### config.mk
export PLATFORM = sky130hd
export DESIGN_NAME = fps_seq
export DESIGN_NICKNAME = d
export VERILOG_FILES = /design/src/rtl/fps_pkg.sv /design/src/rtl/fps_err_rank.sv /design/src/rtl/fps_poll_timer.sv /design/src/rtl/fps_seq.sv
export SDC_FILE = /design/constraint.sdc
export NUM_CORES = 1
export LEC_CHECK = 0
export BUFFER_PORTS_ARGS = -buffer_cell sky130_fd_sc_hd__buf_2
export CAP_MARGIN = 40
export CORE_MARGIN = 2
export CORE_UTILIZATION = 52
export CTS_BUF_LIST = sky130_fd_sc_hd__clkbuf_2 sky130_fd_sc_hd__clkbuf_4 sky130_fd_sc_hd__clkbuf_8
export DETAILED_ROUTE_END_ITERATION = 10
export GPL_TIMING_DRIVEN = 0
export PLACE_DENSITY = 0.9
export RECOVER_POWER = 100
export SYNTH_ARGS = -nofsm -noshare
export SYNTH_HDL_FRONTEND = slang
export SYNTH_SLANG_ARGS = --single-unit
### constraint.sdc
create_clock -name clk -period 2.93 [get_ports clk]
set_clock_uncertainty 0.2 [all_clocks]
set_input_delay 0 -clock clk [delete_from_list [all_inputs] [get_ports clk]]
set_output_delay 0 -clock clk [all_outputs]
set_load 0.005 [all_outputs]
### src/rtl/fps_pkg.sv
package fps_pkg;
   localparam int BYTE_W   = 8;
   localparam int MAX_BYTES = 4;

   typedef enum logic [3:0] {
      S_IDLE, S_CMD, S_DATA, S_POLL, S_SUSP, S_PARK, S_RESUME, S_CLEAR, S_RESP
   } seq_state_t;

   typedef enum logic [1:0] {
      RC_OK    = 2'd0,
      RC_VOLT  = 2'd1,
      RC_PROG  = 2'd2,
      RC_PROT  = 2'd3
   } result_t;
endpackage

### src/rtl/fps_err_rank.sv
module fps_err_rank
   import fps_pkg::*;
#(
   parameter int VOLT_BIT = 3,
   parameter int PROG_BIT = 4,
   parameter int PROT_BIT = 1
) (
   input  logic [BYTE_W-1:0] stat,
   output result_t           code
);
   if (VOLT_BIT >= BYTE_W || PROG_BIT >= BYTE_W || PROT_BIT >= BYTE_W) begin : g_bad_bit
      $error("fps_err_rank: status bit index out of range");
   end

   always_comb begin
      if (stat[VOLT_BIT])      code = RC_VOLT;
      else if (stat[PROG_BIT]) code = RC_PROG;
      else if (stat[PROT_BIT]) code = RC_PROT;
      else                     code = RC_OK;
   end

   always_comb begin
      a_rank_r5: assert ((code != RC_OK) || (stat[VOLT_BIT] == 1'b0 && stat[PROG_BIT] == 1'b0 && stat[PROT_BIT] == 1'b0));
   end
endmodule

### src/rtl/fps_poll_timer.sv
module fps_poll_timer #(
   parameter int MAX_POLLS = 16
) (
   input  logic clk,
   input  logic rst_n,
   input  logic clr,
   input  logic step,
   output logic last
);
   localparam int CW = (MAX_POLLS > 2) ? $clog2(MAX_POLLS) : 1;

   if (MAX_POLLS < 2) begin : g_bad_limit
      $error("fps_poll_timer: MAX_POLLS must be at least 2");
   end

   logic [CW-1:0] cnt;

   assign last = (cnt == CW'(MAX_POLLS - 1));

   always_ff @(posedge clk or negedge rst_n) begin
      if (!rst_n)               cnt <= '0;
      else if (clr)             cnt <= '0;
      else if (step && !last)   cnt <= cnt + 1'b1;
   end

   p_no_overflow_r9: assert property (@(posedge clk) disable iff (!rst_n)
      32'(cnt) <= MAX_POLLS - 1);
   p_step_moves_r9: assert property (@(posedge clk) disable iff (!rst_n)
      (step && !clr && !last) |=> (cnt != $past(cnt)));
endmodule

### src/rtl/fps_seq.sv
module fps_seq
   import fps_pkg::*;
#(
   parameter int          ADDR_W     = 24,
   parameter int          MAX_POLLS  = 16,
   parameter logic [7:0]  OP_PROG    = 8'h40,
   parameter logic [7:0]  OP_PROG_ALT = 8'h10,
   parameter logic [7:0]  OP_CLEAR   = 8'h50,
   parameter logic [7:0]  OP_SUSP    = 8'hB0,
   parameter logic [7:0]  OP_RESUME  = 8'hD0
) (
   input  logic                        clk,
   input  logic                        rst_n,
   input  logic                        req_valid,
   output logic                        req_ready,
   input  logic [ADDR_W-1:0]           req_addr,
   input  logic [MAX_BYTES*BYTE_W-1:0] req_data,
   input  logic                        req_quad,
   input  logic                        req_alt,
   output logic                        rsp_valid,
   input  logic                        rsp_ready,
   output logic [1:0]                  rsp_code,
   output logic                        rsp_timeout,
   input  logic                        suspend_req,
   input  logic                        resume_req,
   output logic                        suspended,
   output logic                        bus_req,
   output logic                        bus_we,
   output logic [ADDR_W-1:0]           bus_addr,
   output logic [BYTE_W-1:0]           bus_wdata,
   input  logic [BYTE_W-1:0]           bus_rdata,
   input  logic                        bus_ack
);
   localparam int DATA_W = MAX_BYTES * BYTE_W;
   localparam int IDX_W  = $clog2(MAX_BYTES);
   localparam int RDY_BIT = BYTE_W - 1;

   if (ADDR_W < 2) begin : g_bad_addr
      $error("fps_seq: ADDR_W must cover the byte-lane bits");
   end

   seq_state_t            st;
   logic [ADDR_W-1:0]     addr_q;
   logic [DATA_W-1:0]     data_q;
   logic                  quad_q, alt_q, susp_pend;
   logic [IDX_W-1:0]      idx;
   result_t               code_q, code_w;
   logic                  tmo_q;
   logic                  fire, dev_ready, last_byte, tmr_last, tmr_clr, tmr_step;
   logic [BYTE_W-1:0]     lane [MAX_BYTES];

   for (genvar g = 0; g < MAX_BYTES; g++) begin : g_lane
      assign lane[g] = data_q[g*BYTE_W +: BYTE_W];
   end

   assign fire      = bus_req && bus_ack;
   assign dev_ready = bus_rdata[RDY_BIT];
   assign last_byte = (idx == (quad_q ? IDX_W'(MAX_BYTES - 1) : IDX_W'(1)));
   assign tmr_clr   = fire && ((st == S_DATA && last_byte) || st == S_RESUME);
   assign tmr_step  = fire && st == S_POLL && !dev_ready;

   fps_err_rank u_rank (
      .stat (bus_rdata),
      .code (code_w)
   );

   fps_poll_timer #(.MAX_POLLS(MAX_POLLS)) u_timer (
      .clk   (clk),
      .rst_n (rst_n),
      .clr   (tmr_clr),
      .step  (tmr_step),
      .last  (tmr_last)
   );

   always_ff @(posedge clk or negedge rst_n) begin
      if (!rst_n) begin
         st     <= S_IDLE;
         addr_q <= '0;
         data_q <= '0;
         quad_q <= 1'b0;
         alt_q  <= 1'b0;
         idx    <= '0;
         code_q <= RC_OK;
         tmo_q  <= 1'b0;
      end else begin
         unique case (st)
            S_IDLE: if (req_valid) begin
               addr_q <= req_addr;
               data_q <= req_data;
               quad_q <= req_quad;
               alt_q  <= req_alt;
               code_q <= RC_OK;
               tmo_q  <= 1'b0;
               st     <= S_CMD;
            end
            S_CMD: if (fire) begin
               idx <= '0;
               st  <= S_DATA;
            end
            S_DATA: if (fire) begin
               if (last_byte) st <= S_POLL;
               else           idx <= idx + 1'b1;
            end
            S_POLL: if (fire) begin
               if (dev_ready) begin
                  code_q <= code_w;
                  st     <= (code_w != RC_OK) ? S_CLEAR : S_RESP;
               end else if (susp_pend) begin
                  st <= S_SUSP;
               end else if (tmr_last) begin
                  tmo_q <= 1'b1;
                  st    <= S_RESP;
               end
            end
            S_SUSP:   if (fire) st <= S_PARK;
            S_PARK:   if (resume_req) st <= S_RESUME;
            S_RESUME: if (fire) st <= S_POLL;
            S_CLEAR:  if (fire) st <= S_RESP;
            S_RESP:   if (rsp_ready) st <= S_IDLE;
            default:  st <= S_IDLE;
         endcase
      end
   end

   always_ff @(posedge clk or negedge rst_n) begin
      if (!rst_n)
         susp_pend <= 1'b0;
      else if (st == S_IDLE)
         susp_pend <= 1'b0;
      else if (st == S_POLL && fire && !dev_ready && susp_pend)
         susp_pend <= 1'b0;
      else if (suspend_req && (st == S_CMD || st == S_DATA || st == S_POLL))
         susp_pend <= 1'b1;
   end

   always_comb begin
      bus_req   = 1'b0;
      bus_we    = 1'b1;
      bus_wdata = '0;
      unique case (st)
         S_CMD:    begin bus_req = 1'b1; bus_wdata = alt_q ? OP_PROG_ALT : OP_PROG; end
         S_DATA:   begin bus_req = 1'b1; bus_wdata = lane[idx]; end
         S_POLL:   begin bus_req = 1'b1; bus_we = 1'b0; end
         S_SUSP:   begin bus_req = 1'b1; bus_wdata = OP_SUSP; end
         S_RESUME: begin bus_req = 1'b1; bus_wdata = OP_RESUME; end
         S_CLEAR:  begin bus_req = 1'b1; bus_wdata = OP_CLEAR; end
         default:  ;
      endcase
   end

   assign bus_addr    = addr_q;
   assign req_ready   = (st == S_IDLE);
   assign rsp_valid   = (st == S_RESP);
   assign rsp_code    = code_q;
   assign rsp_timeout = tmo_q;
   assign suspended   = (st == S_PARK);

   // Tracks whether a clear-status write completed in the current operation.
   logic clr_seen;
   always_ff @(posedge clk or negedge rst_n) begin
      if (!rst_n)                   clr_seen <= 1'b0;
      else if (st == S_IDLE)        clr_seen <= 1'b0;
      else if (fire && bus_we && bus_wdata == OP_CLEAR && st == S_CLEAR) clr_seen <= 1'b1;
   end

   p_idle_quiet_r1: assert property (@(posedge clk) disable iff (!rst_n)
      req_ready |-> (!rsp_valid && !bus_req && !suspended));
   p_busy_refuse_r7: assert property (@(posedge clk) disable iff (!rst_n)
      (req_ready && req_valid) |=> !req_ready);
   p_bus_hold_r3: assert property (@(posedge clk) disable iff (!rst_n)
      (bus_req && !bus_ack) |=> (bus_req && $stable(bus_we) && $stable(bus_addr) && $stable(bus_wdata)));
   p_clear_first_r6: assert property (@(posedge clk) disable iff (!rst_n)
      (rsp_valid && rsp_code != 2'd0) |-> clr_seen);
   p_no_clear_ok_r6: assert property (@(posedge clk) disable iff (!rst_n)
      (rsp_valid && rsp_code == 2'd0) |-> !clr_seen);
   p_park_quiet_r8: assert property (@(posedge clk) disable iff (!rst_n)
      suspended |-> !bus_req);
   p_tmo_code_r9: assert property (@(posedge clk) disable iff (!rst_n)
      (rsp_valid && rsp_timeout) |-> (rsp_code == 2'd0));
   p_rsp_hold_r10: assert property (@(posedge clk) disable iff (!rst_n)
      (rsp_valid && !rsp_ready) |=> (rsp_valid && $stable(rsp_code) && $stable(rsp_timeout)));
endmodule

==> impl_metrics.csv, run 1 <==
group,metric,value,unit
placed_design,port-buffer-count,108,
die,start_util,0.537,
worst_setup_path,reg2reg_to,"u_timer.cnt[3]",
routing,via_count,2826,
worst_setup_path,worstPathMaxFanout,6,
sta,min_period_over_period,0.962,
synth,syn_area,3410,sq um
sta,tightest_slew,1.53,ns
global_route,grt_pass1_vias,3116,
routing,via_per_inst,5.36,
pwr,peakVddDrop,0.000621,V
clock_tree,path_clk_slew,0.08,ns
outcome,violations,"max-capacitance violations, max-slew violations",
synth,synthAdderAreaFrac,0.00367,
routing,dr_wl_met2,4890,um
die,fp.dieW,85.0,um
worst_setup_path,worstPathArrival,2.84,ns
worst_setup_path,start_kind,"flop",
global_route,grt_max_degree,61,
die,core_area,6350,sq um
worst_hold_path,hp-class,"input pin to flop",
routing,post-route-drc-count,0,
worst_setup_path,critPathCaptureType,"flop",
cells_and_area,syn2layout_area_growth,45.1,%
clock_tree,insertion_delay,0.34,ns
cells_and_area,post-route-util,0.780,
worst_setup_path,critPathSlowestCell,"nor4_1",
synth,post_synth_inst_count,253,
synth,avgSynthCellArea,13.5,sq um
pwr,p_leak,2.29,nW
synth,synthArstFlopShare,1.00,
synth,synth-seq-cells,72,
cells_and_area,diodes,0,
sta,setup_violations,0,
worst_setup_path,worstPathCellList,"or3b_2 -> nor4_1 -> nand4_1 -> xor2_1 -> nor2_1 -> dlygate4sd3_1",
clock_tree,clock-sinks,72,
worst_setup_path,rrSetupSlack,0.11,ns
synth,synth_ff_type,"dfrtp_1",
placed_design,dpl-instance-area,4080,sq um
sta,rsz0062_at_grt,"false",
placed_design,place_congestion,0.772,
routing,ant_nets,0,
synth,synth-compound-area-share,0.0645,
clock_tree,htreeDepth,3,
die,io_pins,113,
global_route,grt_first_pass_wirelength,14800,um
placed_design,pre_cts_slack,0.612,ns
cells_and_area,final-instance-count-excl-fill,527,
worst_setup_path,worstSetupPathType,"flop to flop",
synth,synthSimpleGateAreaFrac,0.108,
synth,synth-xor-area-share,0.0128,
worst_setup_path,cpPeakStageDelay,0.58,ns
run,cap_violations,1,
clock_tree,cts.repair.resized,0,
routing,drtPass1Iterations,4,
die,dieArea,7230,sq um
routing,wl_met1,3520,um
clock_tree,cts_tree,"yes",
clock_tree,cts_inserted_buffers,9,
sta,hold_viol,0,
cells_and_area,final_area,4950,sq um
outcome,run_status,"complete, but fails checks",
synth,synth.mux.area_fraction,0.254,
sta,slew_viol_final,61,
synth,ys_seq_area_frac,0.528,
cells_and_area,layout-drive-gt1-share,0.398,
routing,wl,9020,um
routing,met3_length,418,um
sta,finalSetupTns,0,ns
worst_hold_path,hold_depth,4,
global_route,grt_use_total,0.263,
sta,worst_slack,0.112,ns
routing,drtIter0Drc,163,
worst_setup_path,cp_top_family,"simple AND/OR/NAND/NOR gates",
synth,syn-num-nets,327,
worst_setup_path,reg2reg_depth,6,
sta,maxSlewHeadroom,-0.0184,
sta,period_needed,2.82,ns
die,die_y,85.0,um
synth,synth_top_family_by_area,"multiplexers",
placed_design,dp.cells,439,
cells_and_area,layout.nets,520,
clock_tree,clockBufferDepth,2,
worst_setup_path,r2r_start,"st[3]",
routing,wire_per_inst,17.1,um
pwr,cellPowerDensity,949,nW/um^2
worst_setup_path,crit_buf_inv,1,
clock_tree,cts_root_buf,"clkbuf_8",
worst_hold_path,min_to,"st[3]",
worst_hold_path,min_from,"bus_rdata[1]",
synth,ys_warn_count,0,
global_route,gr-total-overflow,0,
synth,synth_cell_type_count,55,
die,rows,29,
routing,top_layer_used,"met4",
sta,fmax,355,MHz
synth,synth_edf_count,0,
worst_setup_path,critPathRequiredTime,2.95,ns
global_route,antenna_found_initial,0,
placed_design,place_hpwl,5340,um
-- synthesized netlist by cell type (3+ instances only) --
cell type	instances	area share
dfrtp_1	72	0.53
mux2_2	57	0.19
nor2_1	11	0.012
a21oi_1	8	0.012
mux4_2	8	0.053
and3_1	7	0.013
o21ai_0	7	0.010
nand2_1	6	0.0066
buf_2	5	0.0073
clkbuf_1	5	0.0055
nor3_1	5	0.0073
buf_6	3	0.0099
inv_1	3	0.0033
mux2_1	3	0.0099
nand2b_1	3	0.0055
nor2b_1	3	0.0055
xnor2_1	3	0.0077
-- state kept, by name, indices dropped and copies added, names as in the netlist --
register and flops:
alt_q 1, u_timer.cnt 4, rsp_code 2, susp_pend 1
quad_q 1, data_q 32, st 4, bus_addr 24
rsp_timeout 1, idx 2
-- worst max-delay path by stage --
stage	end	depth (start not counted)	slack, ns	from
after floorplan	st[0]	8	0.87	st[1]
after global placement	st[0]	6	0.65	st[0]
after detailed placement	st[0]	6	0.61	st[0]
after CTS	rsp_timeout	6	0.30	st[3]
after global routing	bus_addr[16]	6	0.03	st[0]
final	u_timer.cnt[3]	6	0.11	st[3]
-- worst min-delay path: stages --
cell and delay [ns]:
buf_2 0.11, nor3_1 0.06, a211oi_1 0.29, o41ai_1 0.11
-- cell families (layout without fill, tap and decap cells) --
group                    count (synthesis)  after routing
adder cells (fa/ha/maj)                  1              1
flip-flops                              72             72
AND/OR/NAND/NOR                         56             56
XOR/XNOR                                 5              5
buffers and inverters                   19            216
multiplexers                            69             69
AO/OA/AOI/OAI                           31             31
-- layout make-up --
| class | instances | area [sq um] |
|---|---|---|
| Clock buffer | 10 | 131 |
| Multi-Input combinational cell | 162 | 1470 |
| Tap cell | 77 | 96.3 |
| Fill cell | 410 | 1400 |
| Clock inverter | 5 | 106 |
| Buffer | 15 | 81.3 |
| Timing Repair Buffer | 182 | 1250 |
| Inverter | 4 | 15.0 |
| Sequential cell | 72 | 1800 |
-- placed cells by master (no fill, tap or decap), types with 2 or more instances in the layout --
master / count
buf_2: 92
dlygate4sd3_1: 73
dfrtp_1: 72
mux2_2: 57
clkbuf_1: 28
nor2_1: 11
clkbuf_8: 9
mux4_2: 8
a21oi_1: 8
and3_1: 7
nand2_1: 7
o21ai_0: 7
nor3_1: 6
inv_1: 3
buf_6: 3
nor2b_1: 3
nor4_1: 3
xnor2_1: 3
nand2b_1: 3
mux2_1: 3
bufinv_16: 3
nand3b_1: 2
o21bai_1: 2
o2111a_1: 2
xor2_1: 2
o2bb2ai_1: 2
-- stage by stage --
| stage | total power [mW] | hold WS (ns) |
|---|---|---|
| final | 4.70 | 0.0715 |
| after global routing | 4.99 | 0.124 |
| after CTS | 4.78 | 0.0137 |
| after detailed placement | 3.74 | -0.329 |
| after global placement | 3.63 | 0.0155 |
| after floorplan | 3.08 | -0.496 |
-- power by group --
| part | switching [mW] | internal [mW] | leakage, nW |
|---|---|---|---|
| clock | 0.377 | 0.572 | 0.116 |
| combinational | 0.910 | 1.09 | 1.30 |
| sequential | 0.272 | 1.47 | 0.879 |
-- layer usage --
| layer | track usage | vias to the layer above |
|---|---|---|
| met1 | 0.294 | 1404 |
| met5 | 0 | - |
| met2 | 0.488 | 89 |
| li1 | - | 1315 |
| met4 | 0.0851 | 0 |
| met3 | 0.0652 | 18 |
-- what timing repair did --
item	4_1_cts	5_1_grt
setup buffers	0	0
hold endpoints to repair	139	0
hold buffers	73	0
endpoints found under the setup margin	0	0
No activity file was read; power rests on OpenSTA's default activity.
==> inputs of run 2 (changes only) <==
Settings changed: CORE_UTILIZATION 52 to 47, PLACE_DENSITY 0.9 to 0.86.
Clock period 2.93 ns to 2.3 ns, I/O delays scaled along.
==> run 2 against run 1 <==
  * The flow now finishes without violations
  * Combinational power is 29% higher
  * Total power rose by 26%
  * Die area grew 10%
  * Setup slack worse by 0.024 ns
  * Hold slack better by 0.057 ns
  * Flip-flop and latch count unchanged
  * Non-clock buffer count fell by 4
  * Routed wire length fell by 0.28%
  * Final cell count grew 3.4%
  * Final area increased by 0.86%
  * Via count grew 0.96%
  * Highest routed layer unchanged
==> impl_metrics.csv, run 2 (synthesis gave the netlist of run 1 again) <==
group,metric,value,unit
routing,via_count,2853,
clock_tree,clockBufferDepth,2,
cells_and_area,syn2layout_area_growth,46.4,%
die,fp.dieW,89.2,um
clock_tree,clock-sinks,72,
worst_hold_path,hp-class,"input pin to flop",
die,start_util,0.478,
clock_tree,path_clk_slew,0.08,ns
sta,period_needed,2.21,ns
die,io_pins,113,
sta,fmax,452,MHz
pwr,peakVddDrop,0.000638,V
routing,post-route-drc-count,0,
clock_tree,htreeDepth,3,
clock_tree,post-cts-setup-buffer-count,0,
sta,setup_violations,0,
placed_design,place_congestion,0.863,
cells_and_area,layout-drive-gt1-share,0.433,
global_route,antenna_found_initial,0,
cells_and_area,largest_reg_flops,32,
worst_setup_path,critPathCaptureType,"flop",
cells_and_area,regMostFlops,"data_q",
placed_design,dp.cells,461,
die,dieArea,7960,sq um
worst_setup_path,critPathRequiredTime,2.31,ns
sta,min_period_over_period,0.962,
routing,ant_nets,0,
sta,hold_ws,0.129,ns
worst_setup_path,worstSetupPathType,"flop to flop",
die,core_area,7140,sq um
run,cap_violations,0,
worst_setup_path,worstPathArrival,2.22,ns
cells_and_area,final-instance-count-excl-fill,545,
worst_setup_path,critPathSlowestCell,"dfrtp_1",
routing,wire_per_inst,16.5,um
cells_and_area,mostFrequentLayoutCells,"buf_2 (92), dfrtp_1 (71), dlygate4sd3_1 (69)",
clock_tree,insertion_delay,0.34,ns
global_route,grt_pass1_vias,3034,
sta,tightest_slew,0.701,ns
worst_setup_path,worstPathMaxFanout,10,
cells_and_area,final_area,4990,sq um
routing,via_per_inst,5.23,
routing,wl,9000,um
worst_setup_path,start_kind,"flop",
cells_and_area,diodes,0,
sta,rsz0062_at_grt,"true",
clock_tree,cts_root_buf,"clkbuf_8",
outcome,run_status,"completed",
pwr,cellPowerDensity,1190,nW/um^2
sta,hold_viol,0,
routing,drtIter0Drc,97,
global_route,gr-total-overflow,0,
placed_design,port-buffer-count,108,
global_route,grt_first_pass_wirelength,14200,um
global_route,grt_use_total,0.238,
placed_design,place_hpwl,5590,um
routing,drtPass1Iterations,4,
placed_design,dpl-instance-area,4110,sq um
cells_and_area,layout_commonest_cell,"buf_2",
pwr,p_leak,2.28,nW
sta,slew_viol_final,0,
die,rows,31,
sta,maxSlewHeadroom,0.533,
global_route,grt_max_degree,45,
worst_setup_path,worst_path_most_repeated_cell,"buf_2",
cells_and_area,layout.nets,516,
clock_tree,cts_inserted_buffers,9,
clock_tree,cts_tree,"yes",
worst_setup_path,worstPathCellList,"buf_2 -> nor4_4 -> nand2_2 -> buf_2 -> buf_6 -> mux2_1",
die,die_y,89.2,um
worst_setup_path,cpPeakStageDelay,0.41,ns
cells_and_area,post-route-util,0.700,
-- run 2: final timing paths --
check,slack (ns),end,from,cells past startpoint
worst max register to register,0.09,bus_addr[15],st[0],6
worst min register to register,0.30,bus_addr[16],bus_addr[16],1
worst min-delay path,0.13,st[3],bus_rdata[1],4
max in group asynchronous,0.58,bus_addr[6],rst_n,4
min in group asynchronous,0.67,st[3],rst_n,4
worst max-delay path,0.09,bus_addr[15],st[0],6
-- run 2: cell type report --
type	instances	area (sq um)
Sequential cell	72	1800
Buffer	14	87.6
Timing Repair Buffer	179	1240
Clock inverter	6	85.1
Tap cell	99	124
Fill cell	534	2140
Multi-Input combinational cell	162	1520
Clock buffer	9	124
Inverter	4	15.0
-- run 2: through the flow --
stage               total power [mW]  setup TNS [ns]  worst slack, ns
CTS                             5.95               0           0.0130
global placement                4.63               0           0.0745
floorplan                       3.92               0            0.243
detailed placement              4.77               0           0.0337
finish                          5.94               0           0.0877
global route                    6.33         -0.0233          -0.0233
-- run 2: power breakdown --
group	switching [mW]	leakage, nW	total, mW	internal (mW)
clock network	0.480	0.101	1.08	0.601
registers	0.396	0.877	2.27	1.88
logic	1.16	1.30	2.58	1.43
-- run 2: repair_timing --
item	4_1_cts	5_1_grt
setup endpoints to repair	2	43
hold buffers	70	0
hold endpoints to repair	139	0
gates cloned	0	0
pin swaps	0	1
gates resized for setup	1	8
-- run 2: per-layer routing --
metal,part of all wire,up-vias,GRT usage
met2,0.51,122,0.413
met4,0.021,0,0.0868
met1,0.40,1399,0.278
met5,0,-,0
met3,0.068,21,0.0748
li1,-,1311,-
-- run 2: worst max-delay path: cells and delay by family (launching register included) --
family        cells  cell delay (ns)
mux               1             0.32
flops             1             0.41
simple gates      2             0.53
buf+inv           3             0.62
